### config.mk
export PLATFORM = sky130hd
export DESIGN_NAME = hook_ring_supervisor
export DESIGN_NICKNAME = d
export VERILOG_FILES = /design/src/rtl/hrs_pkg.sv /design/src/rtl/hrs_hook_qual.sv /design/src/rtl/hrs_ring_ctl.sv /design/src/rtl/hook_ring_supervisor.sv
export SDC_FILE = /design/constraint.sdc
export NUM_CORES = 1
export LEC_CHECK = 0
export ABC_AREA = 1
export BUFFER_PORTS_ARGS = -buffer_cell sky130_fd_sc_hd__buf_4
export CAP_MARGIN = 40
export CORE_MARGIN = 2
export CORE_UTILIZATION = 63
export CTS_BUF_LIST = sky130_fd_sc_hd__clkbuf_4
export CTS_CLUSTER_DIAMETER = 40
export CTS_CLUSTER_SIZE = 16
export DETAILED_ROUTE_END_ITERATION = 7
export GPL_TIMING_DRIVEN = 1
export PLACE_DENSITY_LB_ADDON = 0.05
export SYNTH_ARGS = -nofsm -noshare
export SYNTH_HDL_FRONTEND = slang
export SYNTH_SLANG_ARGS = --single-unit
### constraint.sdc
create_clock -name clk -period 2.1 [get_ports clk]
set_input_delay 0.21 -clock clk [delete_from_list [all_inputs] [get_ports clk]]
set_output_delay 0.21 -clock clk [all_outputs]
set_load 0.1 [all_outputs]
### src/rtl/hrs_pkg.sv
package hrs_pkg;

    typedef enum logic [1:0] {
        RING_IDLE    = 2'd0,
        RING_ACTIVE  = 2'd1,
        RING_TRIPPED = 2'd2
    } ring_state_e;

    typedef struct packed {
        logic off_hook;   // qualified hook state, 1 = off-hook
        logic went_off;   // one-clock mark of an on-to-off transition
    } hook_evt_t;

    function automatic int unsigned max_u(input int unsigned a, input int unsigned b);
        return (a > b) ? a : b;
    endfunction

endpackage

### src/rtl/hrs_hook_qual.sv
module hrs_hook_qual
    import hrs_pkg::*;
#(
    parameter int unsigned IDLE_QUAL_MS = 10,
    parameter int unsigned RING_QUAL_MS = 50,
    parameter int unsigned SYNC_STAGES  = 2
) (
    input  logic      clk,
    input  logic      rst,
    input  logic      loop_det,
    input  logic      ms_tick,
    input  logic      ring_mode,
    input  logic      blank,
    output hook_evt_t evt
);

    localparam int unsigned MAXQ = max_u(IDLE_QUAL_MS, RING_QUAL_MS);
    localparam int unsigned CW   = $clog2(MAXQ + 2);

    logic           det_s;
    logic [CW-1:0]  cnt;
    logic [CW-1:0]  limit;
    logic           off_q;
    logic           went_q;

    // metastability guard on the asynchronous detect
    generate
        if (SYNC_STAGES < 2) begin : g_sync1
            logic s1;
            always_ff @(posedge clk) begin
                if (rst) s1 <= 1'b0;
                else     s1 <= loop_det;
            end
            assign det_s = s1;
        end else begin : g_syncn
            logic [SYNC_STAGES-1:0] sh;
            always_ff @(posedge clk) begin
                if (rst) sh <= '0;
                else     sh <= {sh[SYNC_STAGES-2:0], loop_det};
            end
            assign det_s = sh[SYNC_STAGES-1];
        end
    endgenerate

    assign limit = ring_mode ? CW'(RING_QUAL_MS) : CW'(IDLE_QUAL_MS);

    always_ff @(posedge clk) begin
        if (rst) begin
            off_q  <= 1'b0;
            went_q <= 1'b0;
            cnt    <= '0;
        end else begin
            went_q <= 1'b0;
            if (det_s == off_q || blank) begin
                cnt <= '0;
            end else if (ms_tick) begin
                if (cnt >= limit - CW'(1)) begin
                    off_q  <= det_s;
                    went_q <= det_s;
                    cnt    <= '0;
                end else begin
                    cnt <= cnt + CW'(1);
                end
            end
        end
    end

    assign evt.off_hook = off_q;
    assign evt.went_off = went_q;

    // the state only moves on a tick edge
    p_tick_only_r3: assert property (@(posedge clk) disable iff (rst)
        !ms_tick |=> $stable(off_q));

    // no state change while blanking
    p_blank_freeze_r7: assert property (@(posedge clk) disable iff (rst)
        blank |=> $stable(off_q));

endmodule

### src/rtl/hrs_ring_ctl.sv
module hrs_ring_ctl
    import hrs_pkg::*;
#(
    parameter int unsigned BLANK_MS = 4
) (
    input  logic      clk,
    input  logic      rst,
    input  logic      ring_req,
    input  logic      ms_tick,
    input  hook_evt_t evt,
    output logic      relay_on,
    output logic      blank,
    output logic      trip_pulse
);

    localparam int unsigned BW = $clog2(BLANK_MS + 2);

    ring_state_e   st, st_n;
    logic          trip_n;
    logic [BW-1:0] bcnt;

    always_comb begin
        st_n   = st;
        trip_n = 1'b0;
        unique case (st)
            RING_IDLE: begin
                if (ring_req) st_n = evt.off_hook ? RING_TRIPPED : RING_ACTIVE;
            end
            RING_ACTIVE: begin
                if (evt.went_off) begin
                    st_n   = RING_TRIPPED;
                    trip_n = 1'b1;
                end else if (!ring_req) begin
                    st_n = RING_IDLE;
                end
            end
            RING_TRIPPED: begin
                if (!ring_req) st_n = RING_IDLE;
            end
            default: st_n = RING_IDLE;
        endcase
    end

    always_ff @(posedge clk) begin
        if (rst) begin
            st         <= RING_IDLE;
            trip_pulse <= 1'b0;
            bcnt       <= '0;
        end else begin
            st         <= st_n;
            trip_pulse <= trip_n;
            if ((st_n == RING_ACTIVE) != (st == RING_ACTIVE))
                bcnt <= BW'(BLANK_MS);
            else if (ms_tick && bcnt != '0)
                bcnt <= bcnt - BW'(1);
        end
    end

    assign relay_on = (st == RING_ACTIVE);
    assign blank    = (bcnt != '0);

    // trip event lasts one clock
    p_trip_one_clk_r8: assert property (@(posedge clk) disable iff (rst)
        trip_pulse |=> !trip_pulse);

    // a trip leaves the relay off
    p_trip_relay_off_r6: assert property (@(posedge clk) disable iff (rst)
        trip_pulse |-> !relay_on);

    // no relay drive without a request
    p_relay_needs_req_r5: assert property (@(posedge clk) disable iff (rst)
        !ring_req |=> !relay_on);

    // tripped with request still high keeps the relay off
    p_trip_sticky_r9: assert property (@(posedge clk) disable iff (rst)
        (st == RING_TRIPPED && ring_req) |=> !relay_on);

endmodule

### src/rtl/hook_ring_supervisor.sv
module hook_ring_supervisor
    import hrs_pkg::*;
#(
    parameter int unsigned IDLE_QUAL_MS = 10,
    parameter int unsigned RING_QUAL_MS = 50,
    parameter int unsigned BLANK_MS     = 4,
    parameter int unsigned SYNC_STAGES  = 2
) (
    input  logic clk,
    input  logic rst,
    input  logic loop_det,
    input  logic ring_req,
    input  logic ms_tick,
    output logic hook_n,
    output logic led_n,
    output logic ring_relay,
    output logic trip_pulse
);

    hook_evt_t evt;
    logic      relay_on;
    logic      blank;

    hrs_hook_qual #(
        .IDLE_QUAL_MS (IDLE_QUAL_MS),
        .RING_QUAL_MS (RING_QUAL_MS),
        .SYNC_STAGES  (SYNC_STAGES)
    ) u_qual (
        .clk       (clk),
        .rst       (rst),
        .loop_det  (loop_det),
        .ms_tick   (ms_tick),
        .ring_mode (relay_on),
        .blank     (blank),
        .evt       (evt)
    );

    hrs_ring_ctl #(
        .BLANK_MS (BLANK_MS)
    ) u_ring (
        .clk        (clk),
        .rst        (rst),
        .ring_req   (ring_req),
        .ms_tick    (ms_tick),
        .evt        (evt),
        .relay_on   (relay_on),
        .blank      (blank),
        .trip_pulse (trip_pulse)
    );

    assign hook_n     = ~evt.off_hook;
    assign led_n      = hook_n;
    assign ring_relay = relay_on;

    // a trip event follows a fall of the hook output by one clock
    p_trip_after_hook_r8: assert property (@(posedge clk) disable iff (rst)
        trip_pulse |-> (!hook_n && $past(evt.went_off)));

endmodule

==> impl_metrics.json <==
{
  "startpoint_type": "flop",
  "cp_data_arrival_time_ns": 1.70,
  "post_cts_buffers": 0,
  "routedWlPerCell_um": 10.22,
  "seq_area_frac_synth": 0.3721,
  "slew_headroom": 0.8131,
  "power_density_nw_per_um2": 582.6,
  "drt-total-wl_um": 1380,
  "dp_cells": 131,
  "antenna_found_initial": 0,
  "mappedNetlistNets": 122,
  "clkLatencyLatePin_ns": 0.28,
  "numCtsBuffers": 3,
  "vias": 671,
  "ctsHoldBuffers": 0,
  "clk_pin_slew_ns": 0.09,
  "status": "finished, final reports clean",
  "hold_viol_final": 0,
  "reg2reg_to": "u_qual.cnt[0]$_SDFFE_PP0P_",
  "nFillCells": 107,
  "numClockSinks": 16,
  "holdPathStages": 3,
  "crit_fanout": 5,
  "setup_viol": 0,
  "fp.dieArea_um2": 1678,
  "initial_core_util": 0.6699,
  "min_path_type": "in2reg",
  "h-tree-depth": 1,
  "ys_types": 26,
  "rr_startpoint": "u_ring.st[0]$_SDFF_PP0_",
  "cts_tree": "yes",
  "via_per_inst": 4.970,
  "dpl_cell_area_um2": 917.1,
  "end_kind": "flop",
  "first_pass_iters": 4,
  "drtAntennaViolNets": 0,
  "area_growth_pct": 9.593,
  "drc_errors": 0,
  "io_buffers": 8,
  "gp_congestion": 0.7267,
  "synth_seq_cells": 16,
  "cts-root-buf": "clkbuf_4",
  "grtUsageTotal": 0.1880,
  "synth_cells": 111,
  "grt_pass1_vias": 521,
  "pin_count": 9,
  "drive_gt1_frac": 0.1917,
  "crit_required_ns": 2.28,
  "p_leak_nw": 0.4200,
  "hpwl_um": 1122,
  "fin_crit_sh": 0.7252,
  "cts.path.max_buffers": 2,
  "grt_max_degree": 11,
  "diodes": 0,
  "holdPathEnd": "u_qual.g_syncn.sh[0]$_SDFF_PP0_",
  "grt_pass1_wl_um": 2021,
  "worst-slew-pin-transition_ns": 0.2826,
  "r2r_setup_slack_ns": 0.58,
  "setup-tns-final_ns": 0,
  "fin_area_um2": 943.4,
  "slew_violations": 0,
  "r2r_cells": 11,
  "max_freq_ghz": 0.6567,
  "grt.overflow.total": 0,
  "cap_violations": 0,
  "stdcell_count": 135,
  "row_count": 13,
  "holdWs_ns": 0.1284,
  "die_w_um": 40.97,
  "hp-start": "loop_det",
  "worstSetupPathType": "reg2reg",
  "final_nets": 132,
  "rsz0062_at_grt": "no",
  "final_cell_mix": "nand2_1, inv_1, dfxtp_1, nor2_1, buf_4",
  "syn-cell-area_um2": 860.8,
  "avgSynthCellArea_um2": 7.755,
  "ir_drop_mv": 0.5141,
  "layout_commonest_cell": "nand2_1",
  "finClkSkew_ns": 0.002813,
  "cts-resized-gates": 0,
  "core_um2": 1285,
  "dieHeight_um": 40.97,
  "final.min_clock_period_ns": 1.523,
  "yosysWarnings": 0,
  "dr.first_iter.drc_count": 2
}
cell type report:
class                      count  area (um2)  share of cell area
tap                           15       18.77             0.01989
inverter                      22       87.58             0.09284
multi-input combinational     70       430.4              0.4562
clock inverter                 1       3.754            0.003979
clock buffer                   3       22.52             0.02387
sequential                    16       320.3              0.3395
timing repair buffer           8       60.06             0.06366
power breakdown:
part | switching [mW] | leakage (nW) | internal, mW
Clock | 0.0909 | 0.0154 | 0.0688
Sequential | 0.00540 | 0.130 | 0.312
Combinational | 0.0466 | 0.275 | 0.0264
worst max-delay path by stage:
| stage | startpoint | cells past startpoint | endpoint |
|---|---|---|---|
| floorplan | u_ring.st[0]$_SDFF_PP0_ | 11 | u_qual.cnt[0]$_SDFFE_PP0P_ |
| global placement | u_ring.st[0]$_SDFF_PP0_ | 11 | u_qual.cnt[0]$_SDFFE_PP0P_ |
| detailed placement | u_ring.st[0]$_SDFF_PP0_ | 11 | u_qual.cnt[4]$_SDFFE_PP0P_ |
| CTS | u_ring.st[0]$_SDFF_PP0_ | 11 | u_qual.cnt[4]$_SDFFE_PP0P_ |
| global route | u_ring.st[0]$_SDFF_PP0_ | 11 | u_qual.cnt[2]$_SDFFE_PP0P_ |
| finish | u_ring.st[0]$_SDFF_PP0_ | 11 | u_qual.cnt[0]$_SDFFE_PP0P_ |
synthesized netlist by cell type:
cell,instances,area share
nand2_1,20,0.087
inv_1,19,0.083
dfxtp_1,16,0.37
nor2_1,13,0.057
a21oi_1,6,0.035
ha_1,6,0.087
xor2_1,4,0.041
nand3_1,3,0.017
nand4_1,3,0.022
inv_2,2,0.0087
nand2_2,2,0.015
o211ai_1,2,0.017
xnor2_1,2,0.020
a211oi_1,1,0.0087
a21oi_2,1,0.010
buf_4,1,0.0087
buf_6,1,0.013
clkbuf_1,1,0.0044
inv_6,1,0.010
nand3_2,1,0.012
nor2_2,1,0.0073
nor2_4,1,0.013
nor3_2,1,0.012
nor3_4,1,0.019
nor3b_2,1,0.015
o21ai_0,1,0.0058
through the flow:
stage | util | worst slack, ns | power (mW)
floorplan | - | 0.2087 | 0.3815
global placement | 0.7137 | 0.6500 | 0.3947
detailed placement | 0.7137 | 0.6068 | 0.3966
CTS | 0.7342 | 0.5876 | 0.5552
global route | 0.7342 | 0.4539 | 0.5779
finish | 0.7342 | 0.5771 | 0.5496
routing by layer:
layer	track usage	share of wire	up-vias
met3	0.04891	0.033	4
li1	-	-	360
met4	0.05000	0.012	0
met2	0.3555	0.50	15
met1	0.2007	0.45	292
met5	0	0	-
critical path, stage by stage (launching register included):
cell and delay (ns):
dfxtp_1 0.40, inv_2 0.08, nor2_4 0.12, inv_2 0.07, ha_1 0.28, inv_1 0.04, nor2_1 0.08, nand2_1 0.06
nand2_2 0.08, nand2_1 0.06, nand2_2 0.10, nor2_1 0.05
flip-flops by register name (all words and copies together) (netlist names):
name and cells:
u_ring.trip_pulse 1, u_qual.off_q 1, u_qual.g_syncn.sh 2, u_ring.bcnt 3
u_qual.went_q 1, u_qual.cnt 6, u_ring.st 2
cell families (layout without fill, tap and decap cells):
| kind of cell | Yosys count | in the layout | share of synthesized area |
|---|---|---|---|
| DFF | 16 | 16 | 0.3721 |
| AOI/OAI and AO/OA | 11 | 11 | 0.07703 |
| xor gates and xnor gates | 6 | 6 | 0.06105 |
| buffers and inverters | 25 | 34 | 0.1279 |
| and+or+nand+nor | 47 | 47 | 0.2747 |
| adders and majority gates | 6 | 6 | 0.08721 |
Note: power is estimated with default switching activity, not from simulation.
